<file path="src/rtl/nl_pkg.sv">
package nl_pkg;
  localparam int NIB_W  = 4;
  localparam int CODE_W = 2;

  typedef enum logic [1:0] {
    RX_IDLE = 2'd0,
    RX_SIZE = 2'd1,
    RX_PAY  = 2'd2
  } rx_state_e;

  // number of payload nibbles for a size code; 0 for an undefined code
  function automatic logic [3:0] payload_nibs(input logic [CODE_W-1:0] code);
    if (code == 2'd3) return 4'd0;
    return 4'd2 << code;
  endfunction

  function automatic logic code_ok(input logic [NIB_W-1:0] nib);
    return (nib[NIB_W-1:CODE_W] == '0) && (nib[CODE_W-1:0] != 2'd3);
  endfunction
endpackage

</file>
<file path="src/rtl/nl_tx.sv">
module nl_tx
  import nl_pkg::*;
#(
  parameter int              DATA_W = 32,
  parameter logic [NIB_W-1:0] MARK  = 4'hA
) (
  input  logic              clk,
  input  logic              rst_n,
  input  logic              s_valid,
  output logic              s_ready,
  input  logic [DATA_W-1:0] s_data,
  input  logic [CODE_W-1:0] s_size,
  output logic [NIB_W-1:0]  link_out
);
  localparam int CNT_W = $clog2(DATA_W / NIB_W) + 1;

  logic              busy, hdr;
  logic [CNT_W-1:0]  rem;
  logic [DATA_W-1:0] sh;
  logic [CODE_W-1:0] code_q;
  logic              accept;

  assign s_ready = !busy || (!hdr && rem == '0);
  assign accept  = s_valid && s_ready;

  always_ff @(posedge clk) begin
    if (!rst_n) begin
      busy     <= 1'b0;
      hdr      <= 1'b0;
      rem      <= '0;
      sh       <= '0;
      code_q   <= '0;
      link_out <= '0;
    end else if (accept) begin
      busy     <= 1'b1;
      hdr      <= 1'b1;
      rem      <= CNT_W'(payload_nibs(s_size));
      sh       <= s_data;
      code_q   <= s_size;
      link_out <= MARK;
    end else if (busy && hdr) begin
      hdr      <= 1'b0;
      link_out <= {{(NIB_W-CODE_W){1'b0}}, code_q};
    end else if (busy && rem != '0) begin
      link_out <= sh[NIB_W-1:0];
      sh       <= sh >> NIB_W;
      rem      <= rem - 1'b1;
    end else begin
      busy     <= 1'b0;
      link_out <= '0;
    end
  end

  assert_marker_first_R2: assert property (@(posedge clk) disable iff (!rst_n)
    accept |=> (link_out == MARK));
  assert_hdr_stalls_R4: assert property (@(posedge clk) disable iff (!rst_n)
    (busy && hdr) |-> !s_ready);
  assert_idle_quiet_R9: assert property (@(posedge clk) disable iff (!rst_n)
    (s_ready && !s_valid) |=> (link_out == '0));
endmodule

</file>
<file path="src/rtl/nl_rx.sv">
module nl_rx
  import nl_pkg::*;
#(
  parameter int               DATA_W = 32,
  parameter logic [NIB_W-1:0] MARK   = 4'hA
) (
  input  logic              clk,
  input  logic              rst_n,
  input  logic [NIB_W-1:0]  link_in,
  output logic              m_valid,
  output logic [DATA_W-1:0] m_data,
  output logic [CODE_W-1:0] m_size
);
  localparam int IDX_W = $clog2(DATA_W / NIB_W);

  rx_state_e         st;
  logic [IDX_W-1:0]  idx, last;
  logic [DATA_W-1:0] acc, acc_next;
  logic [CODE_W-1:0] code_q;

  always_comb begin
    acc_next = acc | (DATA_W'(link_in) << {idx, 2'b00});
  end

  always_ff @(posedge clk) begin
    if (!rst_n) begin
      st      <= RX_IDLE;
      idx     <= '0;
      last    <= '0;
      acc     <= '0;
      code_q  <= '0;
      m_valid <= 1'b0;
      m_data  <= '0;
      m_size  <= '0;
    end else begin
      m_valid <= 1'b0;
      unique case (st)
        RX_IDLE: if (link_in == MARK) st <= RX_SIZE;
        RX_SIZE: begin
          if (code_ok(link_in)) begin
            st     <= RX_PAY;
            code_q <= link_in[CODE_W-1:0];
            last   <= IDX_W'(payload_nibs(link_in[CODE_W-1:0]) - 4'd1);
            idx    <= '0;
            acc    <= '0;
          end else begin
            st <= RX_IDLE;
          end
        end
        RX_PAY: begin
          acc <= acc_next;
          idx <= idx + 1'b1;
          if (idx == last) begin
            st      <= RX_IDLE;
            m_valid <= 1'b1;
            m_data  <= acc_next;
            m_size  <= code_q;
          end
        end
        default: st <= RX_IDLE;
      endcase
    end
  end

  assert_single_pulse_R6: assert property (@(posedge clk) disable iff (!rst_n)
    m_valid |=> !m_valid);
  assert_zero_ext_R7: assert property (@(posedge clk) disable iff (!rst_n)
    (m_valid && m_size == 2'd0) |-> (m_data[DATA_W-1:8] == '0));
  assert_noise_ignored_R10: assert property (@(posedge clk) disable iff (!rst_n)
    (st == RX_IDLE && link_in != MARK) |=> (st == RX_IDLE));
  assert_bad_code_drop_R8: assert property (@(posedge clk) disable iff (!rst_n)
    (st == RX_SIZE && !code_ok(link_in)) |=> (st == RX_IDLE && !m_valid));
endmodule

</file>
<file path="src/rtl/nibble_link.sv">
module nibble_link
  import nl_pkg::*;
#(
  parameter int               DATA_W = 32,
  parameter logic [NIB_W-1:0] MARK   = 4'hA
) (
  input  logic              clk,
  input  logic              rst_n,
  input  logic              s_valid,
  output logic              s_ready,
  input  logic [DATA_W-1:0] s_data,
  input  logic [CODE_W-1:0] s_size,
  output logic [NIB_W-1:0]  link_out,
  input  logic [NIB_W-1:0]  link_in,
  output logic              m_valid,
  output logic [DATA_W-1:0] m_data,
  output logic [CODE_W-1:0] m_size
);
  nl_tx #(.DATA_W(DATA_W), .MARK(MARK)) u_tx (
    .clk(clk), .rst_n(rst_n), .s_valid(s_valid), .s_ready(s_ready),
    .s_data(s_data), .s_size(s_size), .link_out(link_out)
  );

  nl_rx #(.DATA_W(DATA_W), .MARK(MARK)) u_rx (
    .clk(clk), .rst_n(rst_n), .link_in(link_in),
    .m_valid(m_valid), .m_data(m_data), .m_size(m_size)
  );

  assert_reset_quiet_R1: assert property (@(posedge clk)
    !rst_n |=> (link_out == '0 && !m_valid));
endmodule

</file>
<file path="config.mk">
export PLATFORM = sky130hd
export DESIGN_NAME = nibble_link
export DESIGN_NICKNAME = d
export VERILOG_FILES = /design/src/rtl/nl_pkg.sv /design/src/rtl/nl_tx.sv /design/src/rtl/nl_rx.sv /design/src/rtl/nibble_link.sv
export SDC_FILE = /design/constraint.sdc
export NUM_CORES = 1
export LEC_CHECK = 0
export ABC_AREA = 1
export BUFFER_PORTS_ARGS = -buffer_cell sky130_fd_sc_hd__buf_2
export CORE_ASPECT_RATIO = 1.75
export CORE_MARGIN = 1.5
export CORE_UTILIZATION = 53
export CTS_BUF_LIST = sky130_fd_sc_hd__clkbuf_8
export DETAILED_ROUTE_END_ITERATION = 6
export PLACE_DENSITY_LB_ADDON = 0.08
export SLEW_MARGIN = 10
export SYNTH_ARGS = -nofsm -noshare
export SYNTH_HDL_FRONTEND = slang
export SYNTH_SLANG_ARGS = --single-unit
</file>
<file path="constraint.sdc">
create_clock -name clk -period 3.94 [get_ports clk]
set_clock_uncertainty 0.05 [all_clocks]
set_input_delay 0.197 -clock clk [delete_from_list [all_inputs] [get_ports clk]]
set_output_delay 0.197 -clock clk [all_outputs]
set_load 0.01 [all_outputs]
</file>
* After elaboration in Yosys (flattened, before gate mapping)
Cells that the tools add are included.
** Operators by class
- $add $sub $neg :: 3
- Eq/ne operators :: 12
- Shift-type cells :: 3
- Mux-type cells :: 37
- Bitwise gates (word level) :: 3
- Reduce and logical (&&, ||, !) cells :: 24
** Operators with widths (count)
- two-way mux 32 bit :: 4
- one-hot mux 32 bit (2 select lines) :: 1
- two-way mux 4 bit :: 8
- OR 32 bit :: 1
- << shifter 4 x 5 -> 32 bit :: 1
- two-way mux 3 bit :: 6
- AND reduction 2 bit :: 7
- two-way mux 1 bit :: 13
- inequality test 2 x 1 -> 1 bit, second input constant :: 5
- == test 2 bit, second input constant :: 3
- two-way mux 2 bit :: 3
- one-hot mux 2 bit (3 select lines) :: 1
- one-hot mux 3 bit (2 select lines) :: 1
- nonzero test 2 bit :: 3
- logical AND 1 bit :: 5
- == test 4 bit, second input constant :: 1
- logical NOT 2 bit :: 2
- logical NOT 4 bit :: 1
- nonzero test 4 bit :: 1
- OR reduction 4 bit :: 1
- << shifter 2 x 2 -> 4 bit, first input constant :: 1
- subtractor 4 x 1 -> 4 bit, second input constant :: 1
- adder 3 x 1 -> 3 bit, second input constant :: 1
- == test 3 bit :: 1
- other kinds (8) :: 10
** Word-level totals
- Flip-flop bits (word level) :: 121
- Bits of input ports :: 41

* Logic depth before layout (Yosys ltp)
- Word-level depth :: 10
- Depth in mapped cells :: 10

* Modules after synthesis
From an unflattened synthesis, not the netlist that was laid out.
** Second synthesis, totals
- Cells, all modules :: 747
- Area total of the unflattened synthesis :: 5332.6 µm²
** Modules (own cells, without submodules)
- nl_rx :: instances 1, cells each 412, area an instance 3148.0 µm²
- nl_tx :: instances 1, cells each 335, area an instance 2184.6 µm²

* Worst setup path after synthesis
No wires, ideal clock.
- Path kind :: register to register
- Start :: register u_tx.rem[0]
- End :: register u_tx.rem[1]
- Setup time :: 0.109 ns
- Data arrival time :: 1.334 ns
- Data required time :: 3.781 ns
- Path slack :: 2.448 ns
- Stages on the path, launching flop included :: 11
- Path buffers :: 2
- Cell sequence :: dfxtp_1 -> inv_1 -> ha_1 -> nand2_2 -> nand2_4 -> a21oi_4 -> buf_6 -> buf_8 -> nand3_1 -> nand2_1 -> inv_1
** On the way
- Word-level cells in the longest chain between the ends :: 6
** Ends and longest elaborated chain
- start, declared :: line nl_tx.sv:18 : logic [CNT_W-1:0] rem;
- start signal, assigned :: line nl_tx.sv:37 : rem <= CNT_W'(payload_nibs(s_size));
- start signal, assigned :: line nl_tx.sv:47 : rem <= rem - 1'b1;
- parallel branches: the longest is 6 deep, another holds subtractor 4 x 1 -> 4 bit
Several ways; the timed one is not identified. The select of a mux whose other input is x is not followed.
A chain may end at the register's enable or synchronous reset.

* Final worst setup path
- Start :: register u_tx.rem[0]
- End :: register u_tx.sh[19]
** On the way
- Word-level cells in the longest chain between the ends :: 6
** Ends and longest elaborated chain
- logical NOT 4 bit :: line nl_tx.sv:23 : assign s_ready = !busy || (!hdr && rem == '0);
- logical AND 1 bit :: line nl_tx.sv:23
- logical OR 1 bit :: line nl_tx.sv:23
- logical AND 1 bit :: line nl_tx.sv:24 : assign accept = s_valid && s_ready;
- inequality test 2 x 1 -> 1 bit (no line) / nonzero test 2 bit (equally long branches)
- AND reduction 2 bit (no line)
- end signal, assigned :: line nl_tx.sv:38 : sh <= s_data;
- end signal, assigned :: line nl_tx.sv:46 : sh <= sh >> NIB_W;
- end, declared :: line nl_tx.sv:19 : logic [DATA_W-1:0] sh;
Several ways; a longest one is shown, not always the timed one.

==> flow_metrics.tcl <==
set metrics [dict create \
    num_rows 47 \
    yosysTopAreaCellShare_pct 46.7 \
    setup_viol 0 \
    internal-power_w 0.00205 \
    yosysWarnings 0 \
    p_clk_share_pct 41.2 \
    ios 81 \
    grt_pass1_vias 4459 \
    finalCritPeriodShare_pct 60.4 \
    insertion_delay_ns 0.42 \
    syn-num-nets 738 \
    grt_max_degree 52 \
    critical_path.startpoint_type "flip-flop" \
    drtAntennaViolNets 0 \
    h-tree-depth 4 \
    ir_drop_mv 0.345 \
    worst_pin_slew_ns 1.05 \
    synth_area_leaders "dfxtp_1 (47%), nor2_1 (8.2%), a21oi_1 (6.3%)" \
    outcome "finished, final reports clean" \
    synth_flop_cell "dfxtp_1" \
    nFillCells 858 \
    p_comb_share_pct 11.0 \
    start_util_pct 54.8 \
    routed_wirelength_um 12400 \
    chipHeight_um 134 \
    ys_types 35 \
    post-route-drc-count 0 \
    hold_path.class "primary input to flip-flop" \
    portBuffers 80 \
    grt_setup_unrepaired "no" \
    post_cts_buffers 0 \
    cp-end-kind "flip-flop" \
    area.growth.synth_to_final_pct 14.7 \
    clkSlewWorstSetupHoldPaths_ns 0.06 \
    fmax_mhz 420 \
    p_per_area_mw_per_mm2 460 \
    drtIter0Drc 309 \
    p_switching_w 0.000692 \
    tritoncts "done" \
    worstSetupPathType "flip-flop to flip-flop" \
    dp_hpwl_um 8480 \
    vias 4691 \
    cap_violations 0 \
    met2_length_um 6650 \
    synth_edf_count 0 \
    leakagePower_nw 2.60 \
    synth.most_common_cell "dfxtp_1" \
    netlist_area_mm2 0.00519 \
    wl_per_cell_um 13.9 \
    drive_gt1_share_pct 17.6 \
    hold_viol_final 0 \
    cp.arrival_ns 2.65 \
    slew_headroom_pct 30.0 \
    top_layer_used "met4" \
    viasPerCell 5.25 \
    met1_length_um 4620 \
    netlist_instances 695 \
    die_width_um 77.8 \
    min_period_ns 2.38 \
    grt-ovfl-total 0 \
    swShare_pct 25.3 \
    die-area_mm2 0.0104 \
    setup_tns_ns 0 \
    place.gp.congestion 0.908 \
    crit_required_ns 4.21 \
    dr.pass1.iters 5 \
    netlist_top_cells_count "dfxtp_1 (121), nor2_1 (113), inv_1 (85), a21oi_1 (65), o21ai_1 (58)" \
    cts_root_buffer "clkbuf_8" \
    whs_ns 0.0306 \
    slew_violations 0 \
    p_seq_share_pct 47.8 \
    path_max_fanout 51 \
    coreArea_mm2 0.00947 \
    synth_largest_area_cell "dfxtp_1" \
    cts_resized 0 \
    cts_num_sinks 121 \
    synthArstFlopShare_pct 0 \
    ys_seq_area_share_pct 46.7 \
    num_antenna_cells 0 \
    grt_pass1_wl_um 20500 \
    synth_seq_cells 121 \
    fin_nets 802 \
    antenna_found_initial 0 \
    grt_usage_pct 25.2 \
    dr_wl_met3_um 617 \
    clk_path_buf_depth 2 \
    cts_buffers 17 \
    synth_area_per_cell_um2 7.47 \
]
[stage by stage]
step	std cells	total power, W	cell area [µm²]	worst slack [ns]	util (%)
2_1_floorplan	695	0.00157	5190	2.45	-
3_3_place_gp	857	0.00162	5500	1.63	58.0
3_5_place_dp	857	0.00163	5500	1.59	58.0
4_1_cts	894	0.00276	5950	1.56	62.9
6_report	894	0.00274	5950	1.56	62.9
5_1_grt	894	0.00286	5950	1.36	62.9
[routing by layer]
metal  up-vias  global-route usage (%)
met5         -                       0
met4         0                    13.8
met3        36                    7.89
met2       150                    45.1
met1      2114                    25.5
li1       2391                       -
[cells in the final DEF, fill, tap and decap left out, drive strengths merged, types with 4 or more instances in the layout]
master       Yosys  final
a21oi           68     68
buf             32     83
clkbuf          11     20
clkinv           0      4
dfxtp          121    121
dlygate4sd3      0      5
inv             92     96
nand2           51     51
nand3           49     49
nor2           115    115
nor3            37     37
o21ai           93     93
o21bai           8      8
xnor2            4      4
[flip-flops by register name, indices dropped and copies added, names as in the netlist]
register	cells
u_rx.acc	32
u_rx.m_data	32
u_tx.sh	32
u_tx.link_out	4
u_tx.rem	4
u_rx.idx	3
u_rx.last	3
u_rx.code_q	2
u_rx.m_size	2
u_rx.st	2
u_tx.code_q	2
u_rx.m_valid	1
u_tx.busy	1
u_tx.hdr	1
[power by group through the flow]
stage | clock, W | combinational, W | sequential (W)
2_1_floorplan | 0 | 0.000240 | 0.00133
4_1_cts | 0.00115 | 0.000303 | 0.00131
3_3_place_gp | 0 | 0.000289 | 0.00133
6_report | 0.00113 | 0.000301 | 0.00131
5_1_grt | 0.00120 | 0.000344 | 0.00131
3_5_place_dp | 0 | 0.000296 | 0.00134
[repair_timing]
item	in CTS	in global routing
endpoints found under the setup margin	0	0
hold buffers	5	0
hold endpoints to repair	5	0
[final timing paths]
path                            start                        to  slack [ns]  cells after the start
max          u_tx.rem[0]$_SDFFE_PN0P_  u_tx.sh[19]$_SDFFE_PN0P_        1.56                      9
min                         s_data[2]   u_tx.sh[2]$_SDFFE_PN0P_        0.03                      3
max reg2reg  u_tx.rem[0]$_SDFFE_PN0P_  u_tx.sh[19]$_SDFFE_PN0P_        1.56                      9
min reg2reg   u_rx.st[0]$_SDFFE_PN0P_   u_rx.st[0]$_SDFFE_PN0P_        0.37                      1
[critical path, cell delays in order (launching register included)]
cell	delay [ns]
dfxtp_1	0.35
inv_1	0.08
ha_1	0.25
nand2_2	0.12
nand2_4	0.08
a21oi_4	0.83
buf_4	0.30
o21ai_1	0.07
nor2_1	0.10
nor2_1	0.04
[cells by family (layout without fill, tap and decap cells)]
group / Yosys count / count (layout) / synth area share [%]
XOR/XNOR: 4 / 4 / 0.820
AND/OR/NAND/NOR: 258 / 258 / 22.2
AO/OA/AOI/OAI: 175 / 175 / 17.8
flip-flops: 121 / 121 / 46.7
buffers and inverters: 135 / 212 / 12.0
adder cells (fa/ha/maj): 2 / 2 / 0.482
[cell type report]
class | count | area (µm²) | area share (%)
clock buffer | 20 | 275 | 4.62
sequential | 121 | 2420 | 40.7
multi-input combinational | 439 | 2150 | 36.1
clock inverter | 12 | 133 | 2.23
tap | 122 | 153 | 2.56
inverter | 92 | 348 | 5.84
timing repair buffer | 88 | 473 | 7.94
Note: power is estimated with default switching activity, not from simulation.
